<file path="config.mk">
export PLATFORM = sky130hd
export DESIGN_NAME = wait_gate
export DESIGN_NICKNAME = d
export VERILOG_FILES = /design/src/rtl/wg_pkg.sv /design/src/rtl/wg_decode.sv /design/src/rtl/wg_cond_eval.sv /design/src/rtl/wg_match.sv /design/src/rtl/wait_gate.sv
export SDC_FILE = /design/constraint.sdc
export NUM_CORES = 1
export LEC_CHECK = 0
export ABC_AREA = 1
export BUFFER_PORTS_ARGS = -buffer_cell sky130_fd_sc_hd__buf_2
export CELL_PAD_IN_SITES_DETAIL_PLACEMENT = 0
export CELL_PAD_IN_SITES_GLOBAL_PLACEMENT = 1
export CORE_ASPECT_RATIO = 2
export CORE_MARGIN = 5
export CORE_UTILIZATION = 30
export CTS_CLUSTER_DIAMETER = 50
export DETAILED_ROUTE_END_ITERATION = 6
export GPL_ROUTABILITY_DRIVEN = 0
export HOLD_SLACK_MARGIN = 0.02
export PLACE_DENSITY_LB_ADDON = 0.1
export SYNTH_ARGS = -nofsm -noshare
export SYNTH_HDL_FRONTEND = slang
export SYNTH_HIERARCHICAL = 1
export SYNTH_SLANG_ARGS = --single-unit
</file>
<file path="constraint.sdc">
create_clock -name clk_i -period 1.62 [get_ports clk_i]
set_clock_uncertainty 0.1 [all_clocks]
set_input_delay 0.243 -clock clk_i [delete_from_list [all_inputs] [get_ports clk_i]]
set_output_delay 0.243 -clock clk_i [all_outputs]
set_load 0.02 [all_outputs]
</file>
<file path="src/rtl/wg_pkg.sv">
package wg_pkg;
  localparam int OPW  = 8;
  localparam int BLKW = 9;
  localparam int CNDW = 13;
  localparam int SELW = 13;
  localparam int SCW  = 2;
  localparam int WW   = 32;

  localparam int OP_LSB  = 24;
  localparam int BLK_LSB = 15;
  localparam int SEL_LSB = 2;

  localparam logic [OPW-1:0]  OP_STALL = 8'hA2;
  localparam logic [OPW-1:0]  OP_SEM   = 8'hA6;
  localparam logic [BLKW-1:0] BLK_DFLT = 9'h040;
  localparam logic [CNDW-1:0] CND_DFLT = 13'h00F;

  typedef enum logic [1:0] {
    K_PLAIN = 2'b00,
    K_NOP   = 2'b01,
    K_SYNC  = 2'b10,
    K_ALT   = 2'b11
  } kind_e;

  typedef struct packed {
    logic            is_sem;
    logic [BLKW-1:0] blk;
    logic [CNDW-1:0] cnd;
    logic [SELW-1:0] sel;
    logic [SCW-1:0]  scnd;
  } wait_rec_t;
endpackage

</file>
<file path="src/rtl/wg_decode.sv">
module wg_decode
  import wg_pkg::*;
(
  input  logic          valid_i,
  input  logic [WW-1:0] word_i,
  output logic          ok_o,
  output wait_rec_t     rec_o
);
  logic [OPW-1:0]  op;
  logic [BLKW-1:0] blk_raw;
  logic [CNDW-1:0] cnd_raw;
  logic            is_stall, is_sem;

  assign op      = word_i[OP_LSB +: OPW];
  assign blk_raw = word_i[BLK_LSB +: BLKW];
  assign cnd_raw = word_i[CNDW-1:0];

  always_comb begin
    is_stall     = (op == OP_STALL);
    is_sem       = (op == OP_SEM);
    ok_o         = valid_i && (is_stall || is_sem);
    rec_o.is_sem = is_sem;
    rec_o.blk    = (blk_raw == '0) ? BLK_DFLT : blk_raw;
    rec_o.cnd    = is_stall ? ((cnd_raw == '0) ? CND_DFLT : cnd_raw) : '0;
    rec_o.sel    = is_sem ? word_i[SEL_LSB +: SELW] : '0;
    rec_o.scnd   = is_sem ? word_i[SCW-1:0] : '0;
  end
endmodule

</file>
<file path="src/rtl/wg_cond_eval.sv">
module wg_cond_eval
  import wg_pkg::*;
#(
  parameter int NSEM = 8
) (
  input  wait_rec_t       rec_i,
  input  logic [CNDW-1:0] stat_i,
  input  logic [NSEM-1:0] sem_zero_i,
  input  logic [NSEM-1:0] sem_full_i,
  output logic            keep_o
);
  logic [CNDW-1:0] c_hit;
  logic [NSEM-1:0] s_hit;

  for (genvar i = 0; i < CNDW; i++) begin : g_cnd
    assign c_hit[i] = rec_i.cnd[i] & stat_i[i];
  end

  for (genvar j = 0; j < NSEM; j++) begin : g_sem
    assign s_hit[j] = rec_i.sel[j] &
                      ((rec_i.scnd[0] & sem_zero_i[j]) | (rec_i.scnd[1] & sem_full_i[j]));
  end

  if (NSEM < SELW) begin : g_sel_pad
    logic unused_sel;
    assign unused_sel = ^rec_i.sel[SELW-1:NSEM];
  end

  assign keep_o = rec_i.is_sem ? |s_hit : |c_hit;
endmodule

</file>
<file path="src/rtl/wg_match.sv">
module wg_match
  import wg_pkg::*;
(
  input  logic [BLKW-1:0] blk_i,
  input  logic [1:0]      kind_i,
  input  logic [BLKW-1:0] cat_i,
  output logic            hit_o
);
  always_comb begin
    unique case (kind_e'(kind_i))
      K_NOP:   hit_o = &blk_i;
      K_SYNC:  hit_o = |blk_i;
      default: hit_o = |(blk_i & cat_i);
    endcase
  end
endmodule

</file>
<file path="src/rtl/wait_gate.sv">
module wait_gate
  import wg_pkg::*;
#(
  parameter int DW   = 32,
  parameter int NSEM = 8
) (
  input  logic            clk_i,
  input  logic            rst_ni,
  input  logic            wait_valid_i,
  input  logic [WW-1:0]   wait_word_i,
  input  logic [CNDW-1:0] stat_i,
  input  logic [NSEM-1:0] sem_zero_i,
  input  logic [NSEM-1:0] sem_full_i,
  input  logic            in_valid_i,
  output logic            in_ready_o,
  input  logic [DW-1:0]   in_data_i,
  input  logic [1:0]      in_kind_i,
  input  logic [BLKW-1:0] in_cat_i,
  output logic            out_valid_o,
  input  logic            out_ready_i,
  output logic [DW-1:0]   out_data_o,
  output logic            stalled_o
);
  wait_rec_t dec_rec, rec_q;
  logic      inst_fire, keep, hit, hold;
  logic      active_q, held_q;

  wg_decode u_dec (
    .valid_i (wait_valid_i),
    .word_i  (wait_word_i),
    .ok_o    (inst_fire),
    .rec_o   (dec_rec)
  );

  wg_cond_eval #(.NSEM(NSEM)) u_eval (
    .rec_i      (rec_q),
    .stat_i     (stat_i),
    .sem_zero_i (sem_zero_i),
    .sem_full_i (sem_full_i),
    .keep_o     (keep)
  );

  wg_match u_match (
    .blk_i  (rec_q.blk),
    .kind_i (in_kind_i),
    .cat_i  (in_cat_i),
    .hit_o  (hit)
  );

  // install wins over release; release is registered, giving the one-cycle lag
  always_ff @(posedge clk_i or negedge rst_ni) begin
    if (!rst_ni) begin
      active_q <= 1'b0;
      held_q   <= 1'b0;
      rec_q    <= '0;
    end else if (inst_fire) begin
      active_q <= 1'b1;
      held_q   <= 1'b0;
      rec_q    <= dec_rec;
    end else if (active_q && !keep) begin
      active_q <= 1'b0;
      held_q   <= 1'b0;
    end else if (active_q && in_valid_i && hit) begin
      held_q   <= 1'b1;
    end
  end

  // once a match is held the whole stream stops, not only its category
  assign hold        = active_q && (held_q || hit);
  assign out_valid_o = in_valid_i && !hold;
  assign in_ready_o  = out_ready_i && !hold;
  assign out_data_o  = in_data_i;
  assign stalled_o   = in_valid_i && hold;

  a_r5_min_hold: assert property (@(posedge clk_i) disable iff (!rst_ni)
    inst_fire |=> active_q);

  a_r5_release_lag: assert property (@(posedge clk_i) disable iff (!rst_ni)
    (active_q && !keep && !inst_fire) |=> !active_q);

  a_r5_stay_latched: assert property (@(posedge clk_i) disable iff (!rst_ni)
    (active_q && keep && !inst_fire) |=> active_q);

  a_r6_match_held: assert property (@(posedge clk_i) disable iff (!rst_ni)
    (active_q && in_valid_i && hit) |-> (!out_valid_o && !in_ready_o));

  a_r6_held_sticky: assert property (@(posedge clk_i) disable iff (!rst_ni)
    (held_q && keep && !inst_fire) |=> held_q);

  a_r7_nop_partial: assert property (@(posedge clk_i) disable iff (!rst_ni)
    (active_q && in_valid_i && kind_e'(in_kind_i) == K_NOP && rec_q.blk != '1) |-> out_valid_o);

  a_r9_passthru: assert property (@(posedge clk_i) disable iff (!rst_ni)
    !active_q |-> (out_valid_o == in_valid_i && in_ready_o == out_ready_i));

  a_r10_overwrite: assert property (@(posedge clk_i) disable iff (!rst_ni)
    inst_fire |=> !held_q);
endmodule

</file>
======== After elaboration in Yosys (flattened, before gate mapping) ========
Index checks and enable logic that the tools add are counted.
operators by class
  mux-type cells .......................... 12
  reduce and logical (&&, ||, !) cells .... 21
  bitwise logic cells ..................... 46
  equal/unequal tests ..................... 4
operator list
  kind                                                             number
  1-bit AND                                                        37
  13-bit 2-to-1 mux                                                2
  9-bit OR reduction                                               2
  8-bit == test, second input constant                             2
  13-bit zero test                                                 1
  13-bit OR reduction                                              1
  9-bit AND                                                        1
  9-bit zero test                                                  1
  9-bit 2-to-1 mux                                                 1
  9-bit AND reduction                                              1
  1-bit logical AND                                                8
  8-bit 2-to-1 mux                                                 1
  1-bit bitwise OR                                                 8
  8-bit OR reduction                                               1
  1-bit 2-to-1 mux                                                 6
  3-bit nonzero test                                               1
  2-bit by 1-bit == test with 1-bit output, second input constant  1
  2-bit == test, second input constant                             1
  1-bit zero test                                                  2
  1-bit logical OR                                                 2
  2-bit 2-to-1 mux                                                 1
  1-bit one-hot mux with 2 select lines                            1
  2-bit nonzero test                                               1
storage, ports and cells
  register bits ........................... 35
  bits of input ports ..................... 109
  output and inout bits ................... 35

======== Logic depth before layout (Yosys ltp) ========
Gate-level depths: netlist (run 1).
  depth after elaboration ................. 9
  depth in mapped cells ................... 13
  gate-level depth less buffers ........... 12

======== Cells and area by module ========
Netlist (run 1), hierarchy kept.
by module, submodules not included
  module        cells each  seq. area each (um2)  instances  area an instance (um2)
  wait_gate     210         1,001.0               1          1,791.7
  wg_decode     86          0.0                   1          434.2
  wg_cond_eval  68          0.0                   1          282.8
  wg_match      40          0.0                   1          178.9

======== Worst setup path before layout (run 1) ========
No wires, ideal clock.
  path type ............................... input to output
  start point ............................. input in_kind_i[0]
  end point ............................... output stalled_o
  setup slack ............................. -0.110 ns
  data arrival time ....................... 1.387 ns
  required time ........................... 1.277 ns
  stages on the path ...................... 9
  buffers on the path ..................... 0
  cells stage by stage .................... inv_1 > ha_1 > inv_1 > a21oi_1 > nand4_1 > nor2_1 > nor2_1 > nor2_1 > nor3_1
on the way
  longest elaborated chain between the ends .. 5
  elaborated cells on any way between the ends .. 6
  classes of those cells .................. eq/ne: 2; mux: 1; reduce/logical: 3
RTL lines
  what                                                                       RTL line         RTL
  start: declaration                                                         wait_gate.sv:17  input logic [1:0] in_kind_i,
  2-bit == test or 2-bit by 1-bit == test with 1-bit output (tied branches)  wg_match.sv:10   unique case (kind_e'(kind_i))
  1-bit one-hot mux with 2 select lines (*)                                  wg_match.sv:10
  net hit                                                                    wait_gate.sv:25  logic inst_fire, keep, hit, hold;
  1-bit logical OR (*)                                                       wait_gate.sv:69  assign hold = active_q && (held_q || hit);
  1-bit logical AND (*)                                                      wait_gate.sv:69
  1-bit logical AND (*)                                                      wait_gate.sv:73  assign stalled_o = in_valid_i && hold;
  end: declaration                                                           wait_gate.sv:22  output logic stalled_o
The timed path passes the listed nets; every way through them passes the cells marked *.

======== Worst setup path in the final report (run 1) ========
  start point ............................. register rec_q[28] (netlist bit)
  end point ............................... output stalled_o
on the way
  longest elaborated chain between the ends .. 6
  elaborated cells on any way between the ends .. 8
  classes of those cells .................. mux: 1; bitwise: 1; reduce/logical: 6
RTL lines
  what                                       RTL line         RTL
  start: declaration                         wait_gate.sv:24  wait_rec_t dec_rec, rec_q;
  start signal: assignment                   wait_gate.sv:59  rec_q <= dec_rec;
  9-bit AND                                  wg_match.sv:13   default: hit_o = |(blk_i & cat_i);
  9-bit OR reduction                         wg_match.sv:13
  1-bit one-hot mux with 2 select lines (*)  wg_match.sv:10
  net hit                                    wait_gate.sv:25
  1-bit logical OR (*)                       wait_gate.sv:69
  1-bit logical AND (*)                      wait_gate.sv:69
  1-bit logical AND (*)                      wait_gate.sv:73
Marks and branches as above.

==> out/results.ini, run 1 <==
[logic_synthesis]
synth_warnings = 6
synth_nets = 488
syn_area_per_cell_um2 = 6.551
synth_cells = 377
synth_area_um2 = 2470

[power_and_ir_drop]
p_per_area_nw_per_um2 = 719.8
p_leak_nw = 1.750
finalPower_mw = 2.121
irDropWorstVdd_mv = 0.3619

[placement]
dpl.hpwl_mm = 5.291
dp.cells = 508
port_buffers = 77
place_ws_ns = -0.2777
place_area_um2 = 2705

[timing]
relSlewSlack = 0.5946
rsz0062_at_grt = yes
fin_hold_ws_ns = 0.08580
hold_viol = 0
post-route-worst-setup-slack_ns = -0.3615
fmax_mhz = 504.7
timing.final.crit_period_ns = 1.982
worstMarginPinSlew_ns = 0.6073
fin_setup_tns_ns = -1.002
setup_viol = 3
drv_slew = 0
fin_crit_sh = 1.223

[setup_path]
critical_path_class = reg2out
crit_fanout = 4
cp-start-kind = register
required_ns = 1.28
worstSetupEndpointType = primary output
cp_data_arrival_time_ns = 1.64

[global_routing]
grt_pass1_vias = 2313
grt_max_degree = 36
grt_first_pass_wirelength_mm = 10.83
grt_usage = 0.1383
gr-total-overflow = 0
antenna_found_initial = 0

[route]
drt_iter0_drc = 90
vias = 2250
dr.pass1.iters = 4
routed_wl_mm = 6.671
viasPerCell = 4.319
wl_per_cell_um = 12.80
antenna_left = 0
drc = 0

[outcome]
status = finished, violations left
failed_checks = negative setup slack

[cells_and_area]
stdcell_count = 521
fin_nets = 535
design_area_um2 = 2947
fillCellCount = 957
final_util = 0.3605
drive_above_1_share = 0.3191
antenna_cells = 0
area_delta_synth_final_pct = 19.30

[clock_network]
cts.sinks = 35
cts_buffers = 5
cts.htree.levels = 2
cts-root-buf = clkbuf_16
clk_pin_slew_worst_paths_ns = 0.05
tritoncts = yes
clock_latency_ns = 0.28
cts_buffer_depth = 2

[floorplan]
ios = 144
dieArea_um2 = 10260
rows = 47
fp.dieW_um = 74.16
start_util = 0.3022
core_area_um2 = 8174
die_h_um = 138.3

[hold_path]
hp-class = in2reg

[run]
drv_cap = 0

metal layers:
metal | up-vias | global-route usage | part of all wire
li1 | 1172 | - | -
met3 | 6 | 0.03488 | 0.060
met1 | 1007 | 0.1285 | 0.33
met5 | - | 0 | 0
met2 | 65 | 0.2683 | 0.59
met4 | 0 | 0.05444 | 0.018
worst max-delay path, stage by stage (launching register included):
cell and delay, ns:
dfrtp_1 0.37, nand2_1 0.08, nor2_2 0.13, nand3b_1 0.08, nand2_1 0.06, nor2_1 0.05
nor2_2 0.15, nor2_2 0.06, buf_4 0.13, nor3_4 0.11, buf_6 0.13
repair_timing:
action,4_1_cts,5_1_grt
pin swaps,5,3
resized for setup,10,10
endpoints found under the setup margin,3,5
hold buffers,1,0
buffers inserted,2,5
hold endpoints to repair,35,0
cloned,0,0
final timing paths:
check                                      startpoint               endpoint  slack (ns)  cells after the start
worst max-delay path            rec_q[28]$_DFFE_PN0P_              stalled_o       -0.36                     10
worst min-delay path                  wait_word_i[18]  rec_q[31]$_DFFE_PN0P_        0.09                      3
worst max register to register   rec_q[1]$_DFFE_PN0P_     held_q$_DFFE_PN0P_        0.15                     12
worst min register to register   rec_q[3]$_DFFE_PN0P_   rec_q[3]$_DFFE_PN0P_        0.37                      2
max in group asynchronous                      rst_ni   rec_q[1]$_DFFE_PN0P_        0.61                      3
min in group asynchronous                      rst_ni     held_q$_DFFE_PN0P_        0.45                      3
layout by cell type, fill, tap and decap left out, drive strengths merged:
cell and count:
nor3 1, nor4 1, buf 92, inv 31
o21ai 2, nand3b 3, dlygate4sd3 1, dfrtp 35
nand3 4, a21oi 6, nor2 53, nand2 182
nand4 4, clkbuf 6, ha 2
cell type report:
cell class	count	area (µm²)	area share
inverter	31	123.9	0.04204
timing repair buffer	93	526.8	0.1788
clock buffer	6	128.9	0.04374
sequential	35	879.6	0.2985
tap	98	122.6	0.04161
multi-input combinational	258	1165	0.3953
power by group:
group | leakage, nW | internal (mW) | switching [mW]
registers | 0.478 | 0.900 | 0.0239
clock network | 0.0628 | 0.552 | 0.331
logic | 1.21 | 0.156 | 0.158
total | 1.75 | 1.61 | 0.512
sequential cells by signal, summed over array words and instances (netlist names):
register	count
rec_q	33
active_q	1
held_q	1
(Power assumes the default switching activity.)
==> run 2, diff against run 1 <==
--- a/config.mk
+++ b/config.mk
@@ -7,16 +7,15 @@
 export LEC_CHECK = 0
 export ABC_AREA = 1
 export BUFFER_PORTS_ARGS = -buffer_cell sky130_fd_sc_hd__buf_2
-export CELL_PAD_IN_SITES_DETAIL_PLACEMENT = 0
-export CELL_PAD_IN_SITES_GLOBAL_PLACEMENT = 1
 export CORE_ASPECT_RATIO = 2
 export CORE_MARGIN = 5
-export CORE_UTILIZATION = 30
+export CORE_UTILIZATION = 46
 export CTS_CLUSTER_DIAMETER = 50
 export DETAILED_ROUTE_END_ITERATION = 6
 export GPL_ROUTABILITY_DRIVEN = 0
 export HOLD_SLACK_MARGIN = 0.02
-export PLACE_DENSITY_LB_ADDON = 0.1
+export PLACE_DENSITY = 0.82
+export SLEW_MARGIN = 40
 export SYNTH_ARGS = -nofsm -noshare
 export SYNTH_HDL_FRONTEND = slang
 export SYNTH_HIERARCHICAL = 1
==> run 2 against run 1 <==
Compared with the run above: the flow still finishes with violations (negative setup slack); maximum frequency decreased by 4.6%; worst setup slack got worse by 0.096 ns; routed wire length is 16% lower; critical path type unchanged.
==> out/results.ini, run 2 (synthesis gave the netlist of run 1 again) <==
[clock_network]
clock_latency_ns = 0.27
cts.htree.levels = 2
cts.sinks = 35
cts_buffer_depth = 2
tritoncts = yes
cts-root-buf = clkbuf_8
clk_pin_slew_worst_paths_ns = 0.06
cts_buffers = 5

[power_and_ir_drop]
p_per_area_nw_per_um2 = 628.5
p_leak_nw = 1.691
finalPower_mw = 1.744
irDropWorstVdd_mv = 0.5812

[floorplan]
core_area_um2 = 5185
dieArea_um2 = 7024
rows = 37
fp.dieW_um = 61.82
ios = 144
start_util = 0.4764
die_h_um = 113.6

[route]
dr.pass1.iters = 4
dr_wl_met3_um = 356
wl_per_cell_um = 11.86
route.met2.wl_mm = 3.182
routed_wl_mm = 5.624
drt_iter0_drc = 122
drc = 0
dr.max_layer_used = met4
viasPerCell = 4.766
vias = 2259
antenna_left = 0
wl_met1_mm = 1.837

[setup_path]
crit_fanout = 4
rrSetupSlack_ns = 0.19
cp_slowest_cell = dfrtp_1
worstSetupEndpointType = primary output
cp_data_arrival_time_ns = 1.73
path_cells = nor2_1 -> nand3_1 -> nor2_1 -> nor2_1 -> nor2_1 -> nor2_1 -> nor2_1 -> buf_4 -> nor3_4 -> buf_6
critPathTopFamily = simple AND/OR/NAND/NOR gates
crit_buf_inv = 2
cp-start-kind = register
cpMostUsedCell = nor2_1
required_ns = 1.28
critical_path_class = reg2out
worst_path_largest_cell_delay_ns = 0.42

[placement]
dpl.hpwl_mm = 4.646
port_buffers = 77
place_ws_ns = -0.2659

[timing]
fmax_mhz = 481.3
hold_viol = 0
worstMarginPinSlew_ns = 0.4356
setup_viol = 3
fin_crit_sh = 1.283
drv_slew = 0
post-route-worst-setup-slack_ns = -0.4579
rsz0062_at_grt = yes
timing.final.crit_period_ns = 2.078
relSlewSlack = 0.7096

[run]
drv_cap = 0

[outcome]
status = finished, violations left
failed_checks = negative setup slack

[global_routing]
antenna_found_initial = 0
grt_max_degree = 36
grt_usage = 0.1695
grt_first_pass_wirelength_mm = 8.963
gr-total-overflow = 0
grt_pass1_vias = 2193

[cells_and_area]
antenna_cells = 0
final_cell_mix = 177 x nand2_1, 74 x buf_2, 41 x nor2_1
largest_register_ffs = 33
fin_nets = 528
drive_above_1_share = 0.2861
top_register = rec_q
reg.largest.list = rec_q: 33 flops, active_q: 1 flops, held_q: 1 flops
final_common_cell = nand2_1
area_delta_synth_final_pct = 12.36

[hold_path]
hp-class = in2reg

[run 2: cell count changes in the layout (fill, tap and decap cells not counted), moves of 3 or more]
cell,previous run,this run
nand2_2,8,5
nand2_1,174,177
buf_4,15,7
clkbuf_8,0,5
nor2_1,38,41
nor2_2,13,10
clkbuf_16,5,0
[run 2: worst min-delay path, delay by kind of cell]
kind,cells,cell delay [ns]
buf+inv,1,0.09
simple gates,2,0.10
[run 2: worst paths after layout]
check | from | to | depth (start not counted)
worst max-delay path | rec_q[29]$_DFFE_PN0P_ | stalled_o | 10
worst min-delay path | wait_word_i[18] | rec_q[31]$_DFFE_PN0P_ | 3
worst max register to register | rec_q[1]$_DFFE_PN0P_ | held_q$_DFFE_PN0P_ | 12
worst min register to register | rec_q[26]$_DFFE_PN0P_ | rec_q[26]$_DFFE_PN0P_ | 2
max in group asynchronous | rst_ni | rec_q[1]$_DFFE_PN0P_ | 3
min in group asynchronous | rst_ni | rec_q[26]$_DFFE_PN0P_ | 3
[run 2: timing repair]
item	in CTS	in global routing
hold endpoints to repair	35	0
buffers inserted	0	2
resized for setup	5	6
endpoints found under the setup margin	3	4
pin swaps	5	11
hold buffers	1	0
cloned	0	0
[run 2: cell type report]
type / instances / area, µm²
fillers: 522 / 2410
multi-input cells: 258 / 1141
flip-flops and latches: 35 / 878.3
repair buffers: 86 / 486.7
inverters: 31 / 123.9
clock buffers: 6 / 72.57
well taps: 58 / 72.57
[run 2: metal layers]
layer | global-route usage | up-vias
met3 | 0.03171 | 28
met4 | 0.1020 | 0
met2 | 0.3149 | 64
li1 | - | 1159
met1 | 0.1563 | 1008
met5 | 0 | -
[run 2: report_power, final]
group / leakage [nW] / internal [mW] / switching (mW)
logic: 1.17 / 0.137 / 0.147
clock network: 0.0371 / 0.286 / 0.255
registers: 0.479 / 0.899 / 0.0215
total: 1.69 / 1.32 / 0.423
[run 2: metrics by stage]
step / utilization / setup TNS (ns) / std cells / cell area (µm²) / hold slack [ns]
after global routing: 0.5352 / -1.775 / 474 / 2775 / 0.08713
after floorplan: - / -0.02105 / 377 / 2504 / -0.1526
final: 0.5352 / -1.347 / 474 / 2775 / 0.09138
after CTS: 0.5287 / -1.174 / 472 / 2741 / 0.08708
after global placement: 0.5101 / -0.6191 / 465 / 2645 / 0.1988
after detailed placement: 0.5101 / -0.7923 / 465 / 2645 / 0.2030
==> run 3, diff against run 2 <==
--- a/config.mk
+++ b/config.mk
@@ -5,16 +5,15 @@
 export SDC_FILE = /design/constraint.sdc
 export NUM_CORES = 1
 export LEC_CHECK = 0
-export ABC_AREA = 1
 export BUFFER_PORTS_ARGS = -buffer_cell sky130_fd_sc_hd__buf_2
 export CORE_ASPECT_RATIO = 2
 export CORE_MARGIN = 5
-export CORE_UTILIZATION = 46
+export CORE_UTILIZATION = 44
 export CTS_CLUSTER_DIAMETER = 50
 export DETAILED_ROUTE_END_ITERATION = 6
 export GPL_ROUTABILITY_DRIVEN = 0
 export HOLD_SLACK_MARGIN = 0.02
-export PLACE_DENSITY = 0.82
+export PLACE_DENSITY = 0.81
 export SLEW_MARGIN = 40
 export SYNTH_ARGS = -nofsm -noshare
 export SYNTH_HDL_FRONTEND = slang
==> run 3 against run 2 <==
Compared with the run above: the run still ends with negative setup slack left; utilization down 0.13 points; design area fell by 5.5%; final cell count fell by 33%; critical path depth is 4 lower; total power grew 0.58%; highest routed layer unchanged; count of clock-buffer cells in the layout up 1; via count down 24%; non-clock buffer count rose by 4; global-route usage increased by 0.53 points.
==> out/results.ini, run 3 <==
[floorplan]
ios = 144
core_area_um2 = 4910
die_h_um = 110.7
dieArea_um2 = 6684
start_util = 0.4546
rows = 36
fp.dieW_um = 60.37

[clock_network]
clock_latency_ns = 0.29
clk_pin_slew_worst_paths_ns = 0.07
cts.sinks = 35
cts.htree.levels = 2
cts_buffer_depth = 2
tritoncts = yes
cts_buffers = 5
cts-root-buf = clkbuf_8

[hold_path]
hp-class = in2reg
min_to = rec_q[32]$_DFFE_PN0P_
hold_depth = 2
min_from = wait_word_i[19]

[route]
drt_iter0_drc = 59
vias = 1716
wl_per_cell_um = 17.47
drc = 0
viasPerCell = 5.430
antenna_left = 0
dr.pass1.iters = 4
routed_wl_mm = 5.519

[timing]
timing.final.crit_period_ns = 2.094
rsz0062_at_grt = yes
fmax_mhz = 477.5
worstMarginPinSlew_ns = 0.4319
drv_slew = 0
relSlewSlack = 0.7094
post-route-worst-setup-slack_ns = -0.4744
setup_viol = 5
fin_hold_ws_ns = 0.1067
fin_setup_tns_ns = -1.607
fin_crit_sh = 1.293
hold_viol = 0

[setup_path]
worstSetupEndpointType = primary output
cp-start-kind = register
cp_slowest_cell = dfrtp_1
cp_data_arrival_time_ns = 1.75
worst_path_largest_cell_delay_ns = 0.42
required_ns = 1.28
r2r_end = held_q$_DFFE_PN0P_
rrSetupSlack_ns = -0.13
path_cells = nor4_2 -> a31oi_1 -> o22a_1 -> o21ai_2 -> and2_4 -> buf_6
r2r_start = rec_q[0]$_DFFE_PN0P_
critical_path_class = reg2out
crit_fanout = 4
rr_worst_depth = 6

[logic_synthesis]
synth_warnings = 6
synth_area_um2 = 2232
syn_area_per_cell_um2 = 10.73
synth_cells = 208
synth_nets = 319

[cells_and_area]
final_cell_mix = 74 x buf_2, 34 x dfrtp_1, 26 x mux2_2
fillCellCount = 456
multiInputGateArea_um2 = 1036
drive_above_1_share = 0.5483
antenna_cells = 0
fin_nets = 369
top_register = rec_q
final_common_cell = buf_2
regArea_um2 = 877.1
reg.largest.list = rec_q: 33 flops, active_q: 1 flops, held_q: 1 flops
largest_register_ffs = 33
area_delta_synth_final_pct = 17.43

[global_routing]
grt_max_degree = 36
gr-total-overflow = 0
antenna_found_initial = 0
grt_pass1_vias = 1832
grt_usage = 0.1748
grt_first_pass_wirelength_mm = 8.611

[placement]
port_buffers = 77
dpl.hpwl_mm = 4.379

[run]
drv_cap = 0

[power_and_ir_drop]
irDropWorstVdd_mv = 0.5325
p_leak_nw = 1.346
p_per_area_nw_per_um2 = 669.2

[outcome]
status = finished, violations left
failed_checks = negative setup slack

[run 3: worst max-delay path by stage]
stage | start | end | cells past startpoint
2_1_floorplan | wait_word_i[24] | rec_q[26]$_DFFE_PN0P_ | 4
3_3_place_gp | in_kind_i[0] | out_valid_o | 9
3_5_place_dp | in_kind_i[0] | in_ready_o | 9
4_1_cts | rec_q[35]$_DFFE_PN0P_ | in_ready_o | 6
5_1_grt | rec_q[35]$_DFFE_PN0P_ | out_valid_o | 6
6_report | rec_q[35]$_DFFE_PN0P_ | out_valid_o | 6
[run 3: where the power goes]
group	total [mW]	switching (mW)	internal, mW	leakage [nW]
registers	0.917	0.0232	0.894	0.484
logic	0.234	0.104	0.130	0.820
clock network	0.604	0.302	0.301	0.0422
total	1.75	0.429	1.32	1.35
[run 3: final cells by class]
| cell class | count | area share |
|---|---|---|
| Clock buffer | 7 | 0.02912 |
| Tap cell | 57 | 0.02721 |
| Sequential cell | 35 | 0.3346 |
| Clock inverter | 1 | 0.001909 |
| Multi-Input combinational cell | 118 | 0.3952 |
| Inverter | 8 | 0.01146 |
| Timing Repair Buffer | 90 | 0.2005 |
[run 3: repair_timing]
item | 4_1_cts | 5_1_grt
hold buffers | 1 | 0
setup buffers | 1 | 1
setup endpoints to repair | 5 | 5
resized for setup | 5 | 2
pin swaps | 5 | 3
endpoints found under the hold margin | 35 | 0
[run 3: critical path, delay by kind of cell (launching register included)]
| family | cells | cell delay (ns) |
|---|---|---|
| buf+inv | 1 | 0.11 |
| flops | 1 | 0.42 |
| simple gates | 2 | 0.43 |
| compound gates | 3 | 0.51 |
[run 3: metrics by stage]
| step | utilization | setup slack [ns] | cells | power, mW | area (µm²) |
|---|---|---|---|---|---|
| 6_report | 0.5339 | -0.4744 | 316 | 1.754 | 2621 |
| 5_1_grt | 0.5339 | -0.5831 | 316 | 1.832 | 2621 |
| 4_1_cts | 0.5311 | -0.4567 | 315 | 1.764 | 2608 |
| 3_5_place_dp | 0.5079 | -0.2054 | 305 | 1.152 | 2494 |
| 3_3_place_gp | 0.5079 | -0.1872 | 305 | 1.144 | 2494 |
| 2_1_floorplan | - | -0.05078 | 208 | 1.126 | 2278 |
[run 3: layer usage]
layer	wire length [µm]	vias to the layer above	track usage
met5	0	-	0
li1	-	804	-
met3	464	39	0.03730
met1	1716	799	0.1663
met2	2963	74	0.2991
met4	374	0	0.1405
